## src/rtl/raster_pkg.sv

```systemverilog
package raster_pkg;

   typedef enum logic {
      POL_LOW  = 1'b0,
      POL_HIGH = 1'b1
   } sync_pol_e;

   // width needed to hold values 0 .. n-1
   function automatic int unsigned cnt_width(int unsigned n);
      return (n <= 2) ? 1 : $clog2(n);
   endfunction

endpackage

```

## src/rtl/raster_rst_sync.sv

```systemverilog
module raster_rst_sync #(
   parameter int unsigned STAGES = 2
) (
   input  logic clk,
   input  logic rst_n_in,
   output logic rst_n_out
);

   if (STAGES < 2) begin : g_bad_stages
      $error("raster_rst_sync: STAGES must be at least 2");
   end

   logic [STAGES-1:0] chain_q;

   always_ff @(posedge clk or negedge rst_n_in) begin
      if (!rst_n_in) chain_q <= '0;
      else           chain_q <= {chain_q[STAGES-2:0], 1'b1};
   end

   assign rst_n_out = chain_q[STAGES-1];

endmodule

```

## src/rtl/raster_axis_cnt.sv

```systemverilog
module raster_axis_cnt #(
   parameter int unsigned TOTAL = 2256,
   parameter int unsigned W     = raster_pkg::cnt_width(TOTAL)
) (
   input  logic         clk,
   input  logic         rst_n,
   input  logic         step,
   output logic [W-1:0] cnt,
   output logic         wrap
);

   localparam logic [W-1:0] LAST = W'(TOTAL - 1);

   if (TOTAL < 2) begin : g_bad_total
      $error("raster_axis_cnt: TOTAL must be at least 2");
   end
   if ((1 << W) < TOTAL) begin : g_bad_width
      $error("raster_axis_cnt: W too narrow for TOTAL");
   end

   assign wrap = step && (cnt == LAST);

   always_ff @(posedge clk or negedge rst_n) begin
      if (!rst_n)     cnt <= '0;
      else if (wrap)  cnt <= '0;
      else if (step)  cnt <= cnt + 1'b1;
   end

endmodule

```

## src/rtl/raster_out_stage.sv

```systemverilog
module raster_out_stage
   import raster_pkg::*;
#(
   parameter int unsigned XW      = 12,
   parameter int unsigned YW      = 11,
   parameter int unsigned H_VIS   = 1680,
   parameter int unsigned H_FP    = 104,
   parameter int unsigned H_SYNC  = 184,
   parameter int unsigned V_VIS   = 1050,
   parameter int unsigned V_FP    = 1,
   parameter int unsigned V_SYNC  = 3,
   parameter sync_pol_e   HS_POL  = POL_LOW,
   parameter sync_pol_e   VS_POL  = POL_HIGH,
   parameter int unsigned CW      = 4,
   parameter logic [CW-1:0] TEST_R = '0,
   parameter logic [CW-1:0] TEST_G = '1,
   parameter logic [CW-1:0] TEST_B = '0
) (
   input  logic          clk,
   input  logic          rst_n,
   input  logic [XW-1:0] h_cnt,
   input  logic [YW-1:0] v_cnt,
   output logic          hsync_o,
   output logic          vsync_o,
   output logic          active_o,
   output logic [XW-1:0] x_o,
   output logic [YW-1:0] y_o,
   output logic [CW-1:0] red_o,
   output logic [CW-1:0] green_o,
   output logic [CW-1:0] blue_o
);

   localparam logic [XW-1:0] H_VIS_END = XW'(H_VIS);
   localparam logic [XW-1:0] HS_BEG    = XW'(H_VIS + H_FP);
   localparam logic [XW-1:0] HS_END    = XW'(H_VIS + H_FP + H_SYNC);
   localparam logic [YW-1:0] V_VIS_END = YW'(V_VIS);
   localparam logic [YW-1:0] VS_BEG    = YW'(V_VIS + V_FP);
   localparam logic [YW-1:0] VS_END    = YW'(V_VIS + V_FP + V_SYNC);
   localparam logic          HS_IDLE   = (HS_POL == POL_HIGH) ? 1'b0 : 1'b1;
   localparam logic          VS_IDLE   = (VS_POL == POL_HIGH) ? 1'b0 : 1'b1;

   logic in_hs, in_vs, in_vis;
   logic hs_lvl, vs_lvl;

   always_comb begin
      in_hs  = (h_cnt >= HS_BEG) && (h_cnt < HS_END);
      in_vs  = (v_cnt >= VS_BEG) && (v_cnt < VS_END);
      in_vis = (h_cnt < H_VIS_END) && (v_cnt < V_VIS_END);
   end

   if (HS_POL == POL_HIGH) begin : g_hs_high
      assign hs_lvl = in_hs;
   end else begin : g_hs_low
      assign hs_lvl = ~in_hs;
   end

   if (VS_POL == POL_HIGH) begin : g_vs_high
      assign vs_lvl = in_vs;
   end else begin : g_vs_low
      assign vs_lvl = ~in_vs;
   end

   always_ff @(posedge clk or negedge rst_n) begin
      if (!rst_n) begin
         hsync_o  <= HS_IDLE;
         vsync_o  <= VS_IDLE;
         active_o <= 1'b0;
         x_o      <= '0;
         y_o      <= '0;
         red_o    <= '0;
         green_o  <= '0;
         blue_o   <= '0;
      end else begin
         hsync_o  <= hs_lvl;
         vsync_o  <= vs_lvl;
         active_o <= in_vis;
         x_o      <= h_cnt;
         y_o      <= v_cnt;
         red_o    <= in_vis ? TEST_R : '0;
         green_o  <= in_vis ? TEST_G : '0;
         blue_o   <= in_vis ? TEST_B : '0;
      end
   end

endmodule

```

## src/rtl/raster_timing_gen.sv

```systemverilog
module raster_timing_gen
   import raster_pkg::*;
#(
   parameter int unsigned H_VIS      = 1680,
   parameter int unsigned H_FP       = 104,
   parameter int unsigned H_SYNC     = 184,
   parameter int unsigned H_BP       = 288,
   parameter int unsigned V_VIS      = 1050,
   parameter int unsigned V_FP       = 1,
   parameter int unsigned V_SYNC     = 3,
   parameter int unsigned V_BP       = 33,
   parameter sync_pol_e   HS_POL     = POL_LOW,
   parameter sync_pol_e   VS_POL     = POL_HIGH,
   parameter int unsigned CW         = 4,
   parameter logic [CW-1:0] TEST_R   = '0,
   parameter logic [CW-1:0] TEST_G   = '1,
   parameter logic [CW-1:0] TEST_B   = '0,
   parameter int unsigned RST_STAGES = 2,
   localparam int unsigned H_TOTAL   = H_VIS + H_FP + H_SYNC + H_BP,
   localparam int unsigned V_TOTAL   = V_VIS + V_FP + V_SYNC + V_BP,
   localparam int unsigned XW        = cnt_width(H_TOTAL),
   localparam int unsigned YW        = cnt_width(V_TOTAL)
) (
   input  logic          clk_pix,
   input  logic          rst_n_async,
   output logic          hsync_o,
   output logic          vsync_o,
   output logic          active_o,
   output logic [XW-1:0] x_o,
   output logic [YW-1:0] y_o,
   output logic [CW-1:0] red_o,
   output logic [CW-1:0] green_o,
   output logic [CW-1:0] blue_o
);

   if (H_VIS == 0 || H_SYNC == 0 || V_VIS == 0 || V_SYNC == 0) begin : g_bad_geom
      $error("raster_timing_gen: visible and sync spans must be non-zero");
   end
   if (CW == 0) begin : g_bad_cw
      $error("raster_timing_gen: CW must be non-zero");
   end

   logic          rst_q_n;
   logic [XW-1:0] h_cnt;
   logic [YW-1:0] v_cnt;
   logic          h_wrap;
   logic          v_wrap;

   raster_rst_sync #(.STAGES(RST_STAGES)) u_rst (
      .clk       (clk_pix),
      .rst_n_in  (rst_n_async),
      .rst_n_out (rst_q_n)
   );

   raster_axis_cnt #(.TOTAL(H_TOTAL), .W(XW)) u_hcnt (
      .clk   (clk_pix),
      .rst_n (rst_q_n),
      .step  (1'b1),
      .cnt   (h_cnt),
      .wrap  (h_wrap)
   );

   raster_axis_cnt #(.TOTAL(V_TOTAL), .W(YW)) u_vcnt (
      .clk   (clk_pix),
      .rst_n (rst_q_n),
      .step  (h_wrap),
      .cnt   (v_cnt),
      .wrap  (v_wrap)
   );

   raster_out_stage #(
      .XW(XW), .YW(YW),
      .H_VIS(H_VIS), .H_FP(H_FP), .H_SYNC(H_SYNC),
      .V_VIS(V_VIS), .V_FP(V_FP), .V_SYNC(V_SYNC),
      .HS_POL(HS_POL), .VS_POL(VS_POL), .CW(CW),
      .TEST_R(TEST_R), .TEST_G(TEST_G), .TEST_B(TEST_B)
   ) u_out (
      .clk      (clk_pix),
      .rst_n    (rst_q_n),
      .h_cnt    (h_cnt),
      .v_cnt    (v_cnt),
      .hsync_o  (hsync_o),
      .vsync_o  (vsync_o),
      .active_o (active_o),
      .x_o      (x_o),
      .y_o      (y_o),
      .red_o    (red_o),
      .green_o  (green_o),
      .blue_o   (blue_o)
   );

   logic unused_wrap;
   assign unused_wrap = v_wrap;

endmodule

```

## config.mk

```make
export PLATFORM = sky130hd
export DESIGN_NAME = raster_timing_gen
export DESIGN_NICKNAME = d
export VERILOG_FILES = /design/src/rtl/raster_pkg.sv /design/src/rtl/raster_rst_sync.sv /design/src/rtl/raster_axis_cnt.sv /design/src/rtl/raster_out_stage.sv /design/src/rtl/raster_timing_gen.sv
export SDC_FILE = /design/constraint.sdc
export NUM_CORES = 1
export LEC_CHECK = 0
export BUFFER_PORTS_ARGS = -buffer_cell sky130_fd_sc_hd__buf_2
export CAP_MARGIN = 5
export CELL_PAD_IN_SITES_DETAIL_PLACEMENT = 1
export CELL_PAD_IN_SITES_GLOBAL_PLACEMENT = 1
export CORE_MARGIN = 4
export CORE_UTILIZATION = 40
export CTS_BUF_LIST = sky130_fd_sc_hd__clkbuf_8
export DETAILED_ROUTE_END_ITERATION = 10
export PLACE_DENSITY_LB_ADDON = 0.1
export SETUP_SLACK_MARGIN = 0.05
export SLEW_MARGIN = 10
export SYNTH_ARGS = -nofsm -noshare
export SYNTH_HDL_FRONTEND = slang
export SYNTH_SLANG_ARGS = --single-unit
export TNS_END_PERCENT = 20
```

## constraint.sdc

```tcl
create_clock -name clk_pix -period 4.2 [get_ports clk_pix]
set_clock_uncertainty 0.15 [all_clocks]
set_input_delay 0.84 -clock clk_pix [delete_from_list [all_inputs] [get_ports clk_pix]]
set_output_delay 0.84 -clock clk_pix [all_outputs]
set_load 0.05 [all_outputs]
```

==> qor.txt <==
DP Wirelength = 2.84 mm
Antenna Cells = 0
Async S/R FF share, synth = 100%
Final period util = 50.2%
Vias = 1343
Placed Area = 2230 um^2
most frequent cells in the layout = dfrtp_1, buf_2, nand2_1
Detailed Route Iter0 Violations = 69
Worst EP required = 4.23 ns
die area = 6420 um^2
synthesis-stage register bit count = 51
Pwr Density = 340 nW/um^2
clock root cell = clkbuf_8
detailed-route wire length = 4.09 mm
total chip power = 786 uW
HP Class = primary input to async pin
first-pass GRT wire length = 6.83 mm
PortBufs = 31
CP Capture Type = flip-flop
Area growth syn-to-layout = 11.1%
post-DR vias/cell = 4.99
max-cap viol count = 0
Final Max Slew Viols = 0
part of the Yosys area used for sequential elements = 61.4%
Placer Congestion = 0.821
initial antenna violation count = 0
post-CTS setup buffers = 0
P_leak = 1.13 nW
worst r2r path cells = 5
fin area = 2310 um^2
CP startpoint kind = flip-flop
synth unique cells = 39
die height = 80.1 um
TritonCTS clock tree = yes
Inst Count DP = 261
IO Count = 40
final setup violation count = 0
Starting Density = 42.7%
Hold Buf Count CTS = 0
DR WL/cell = 15.2 um
Rows = 25
Hold Vio Cnt, Final = 0
max_slew headroom = 31.7%
CP arrival = 2.14 ns
# DRC = 0
Die Wd = 80.1 um
Synth Warn # = 0
max frequency = 474 MHz
core region area = 4880 um^2
largest net degree at the start of global routing = 50
H-tree Lvls = 2
setup TNS = 0 ns
FILL cells = 546
outcome = completed
Detail Route Antenna Nets = 0
commonest non-fill, non-tap cell in the layout = dfrtp_1
Clk pin slew, worst setup/hold paths = 0.09 ns
RSZ-0062 raised after global routing = no
clk buf depth = 2
peak fanout along the critical path = 15
Clock Latency Late Sink = 0.30 ns
WHS = 0.159 ns
Cell Area, Synth = 2080 um^2
CTS buffer count = 5
VDD IR max = 0.000233 V
Total GRT Usage = 13.8%
number of synthesized flops with an enable pin = 0
CTS resizes = 0
Worst Tran Pin Value = 1.02 ns
Final #Nets = 207
syn_area_per_cell = 12.0 um^2
Seq. cell area = 1280 um^2
Post-Syn Instances = 173
vias in the first global route = 1377
Most used DFF post-synth = dfrtp_1
Tmin final = 2.11 ns
Pre-antenna DRT Iters = 4
total gr overflow = 0
share of layout cells above drive strength 1 = 21.8%
fin cells = 269
area occupied by multi-input gates = 699 um^2
clock tree sinks = 51
critical path type = flip-flop to flip-flop
==> area by class of cell <==
type / count / area share (%)
tap: 67 / 3.62
clock inverter: 3 / 0.703
clock buffer: 5 / 2.97
sequential: 51 / 55.3
inverter: 3 / 0.487
multi-input combinational: 109 / 30.2
timing repair buffer: 31 / 6.71
==> power by group <==
part	internal, mW	switching (mW)
clock	0.114	0.155
sequential	0.491	0.00866
combinational	0.000330	0.0161
total	0.606	0.180
==> routing by layer <==
metal | GRT usage, % | vias to the layer above | share of wire, %
met5 | 0 | - | 0
met3 | 3.36 | 4 | 4.2
li1 | - | 637 | -
met1 | 17.7 | 671 | 44
met2 | 22.7 | 31 | 51
met4 | 5.24 | 0 | 0.64
==> worst max-delay path, stage by stage (launching register included) <==
cell and delay (ns):
dfrtp_1 0.43, ha_1 0.23, and3_1 0.24, and4_1 0.57
nand4_1 0.20, xnor2_1 0.17
==> path summary, 6_finish.rpt <==
| kind | start | endpoint | slack (ns) |
|---|---|---|---|
| setup / recovery | u_hcnt.cnt[0] | u_vcnt.cnt[9] | 2.09 |
| hold / removal | rst_n_async | u_rst.chain_q[0] | 0.16 |
| setup reg to reg | u_hcnt.cnt[0] | u_vcnt.cnt[9] | 2.09 |
| hold reg to reg | u_rst.chain_q[0] | u_rst.chain_q[1] | 0.21 |
| max in group asynchronous | u_rst.chain_q[1] | u_vcnt.cnt[10] | 2.96 |
| min in group clk_pix | u_rst.chain_q[0] | u_rst.chain_q[1] | 0.21 |
==> stage by stage <==
step	util, %	setup slack (ns)
2_1_floorplan	-	2.27
3_3_place_gp	45.7	2.20
3_5_place_dp	45.7	2.07
4_1_cts	47.4	2.06
5_1_grt	47.4	1.89
6_report	47.4	2.09
==> kinds of logic after synthesis <==
logic type | synth area share (%)
compound gates | 6.43
xor+xnor | 4.21
fa+ha+maj | 2.40
buf+inv | 6.31
flops | 61.4
mux | 0.962
other cells | 0.361
simple gates | 18.0
==> state kept, by name (all words and copies together), names as in the netlist <==
name and flops:
u_out.x_o 12, u_rst.chain_q 2, u_hcnt.cnt 12, u_out.y_o 11
u_out.hsync_o 1, u_out.vsync_o 1, u_vcnt.cnt 11, u_out.green_o 1
==> synthesized netlist by cell type (all sizes together) (5+ instances only) <==
| cell | n | share of area, % |
|---|---|---|
| and2 | 6 | 1.8 |
| and3 | 5 | 1.5 |
| nor2 | 7 | 1.3 |
| o21ai | 5 | 1.2 |
| xor2 | 5 | 2.1 |
| dfrtp | 50 | 60 |
| buf | 15 | 5.4 |
| xnor2 | 5 | 2.1 |
| nand2 | 13 | 2.3 |
| nand4 | 6 | 2.1 |
| a31oi | 5 | 1.5 |
| nand3 | 8 | 1.9 |
Note: power is estimated with default switching activity, not from simulation.
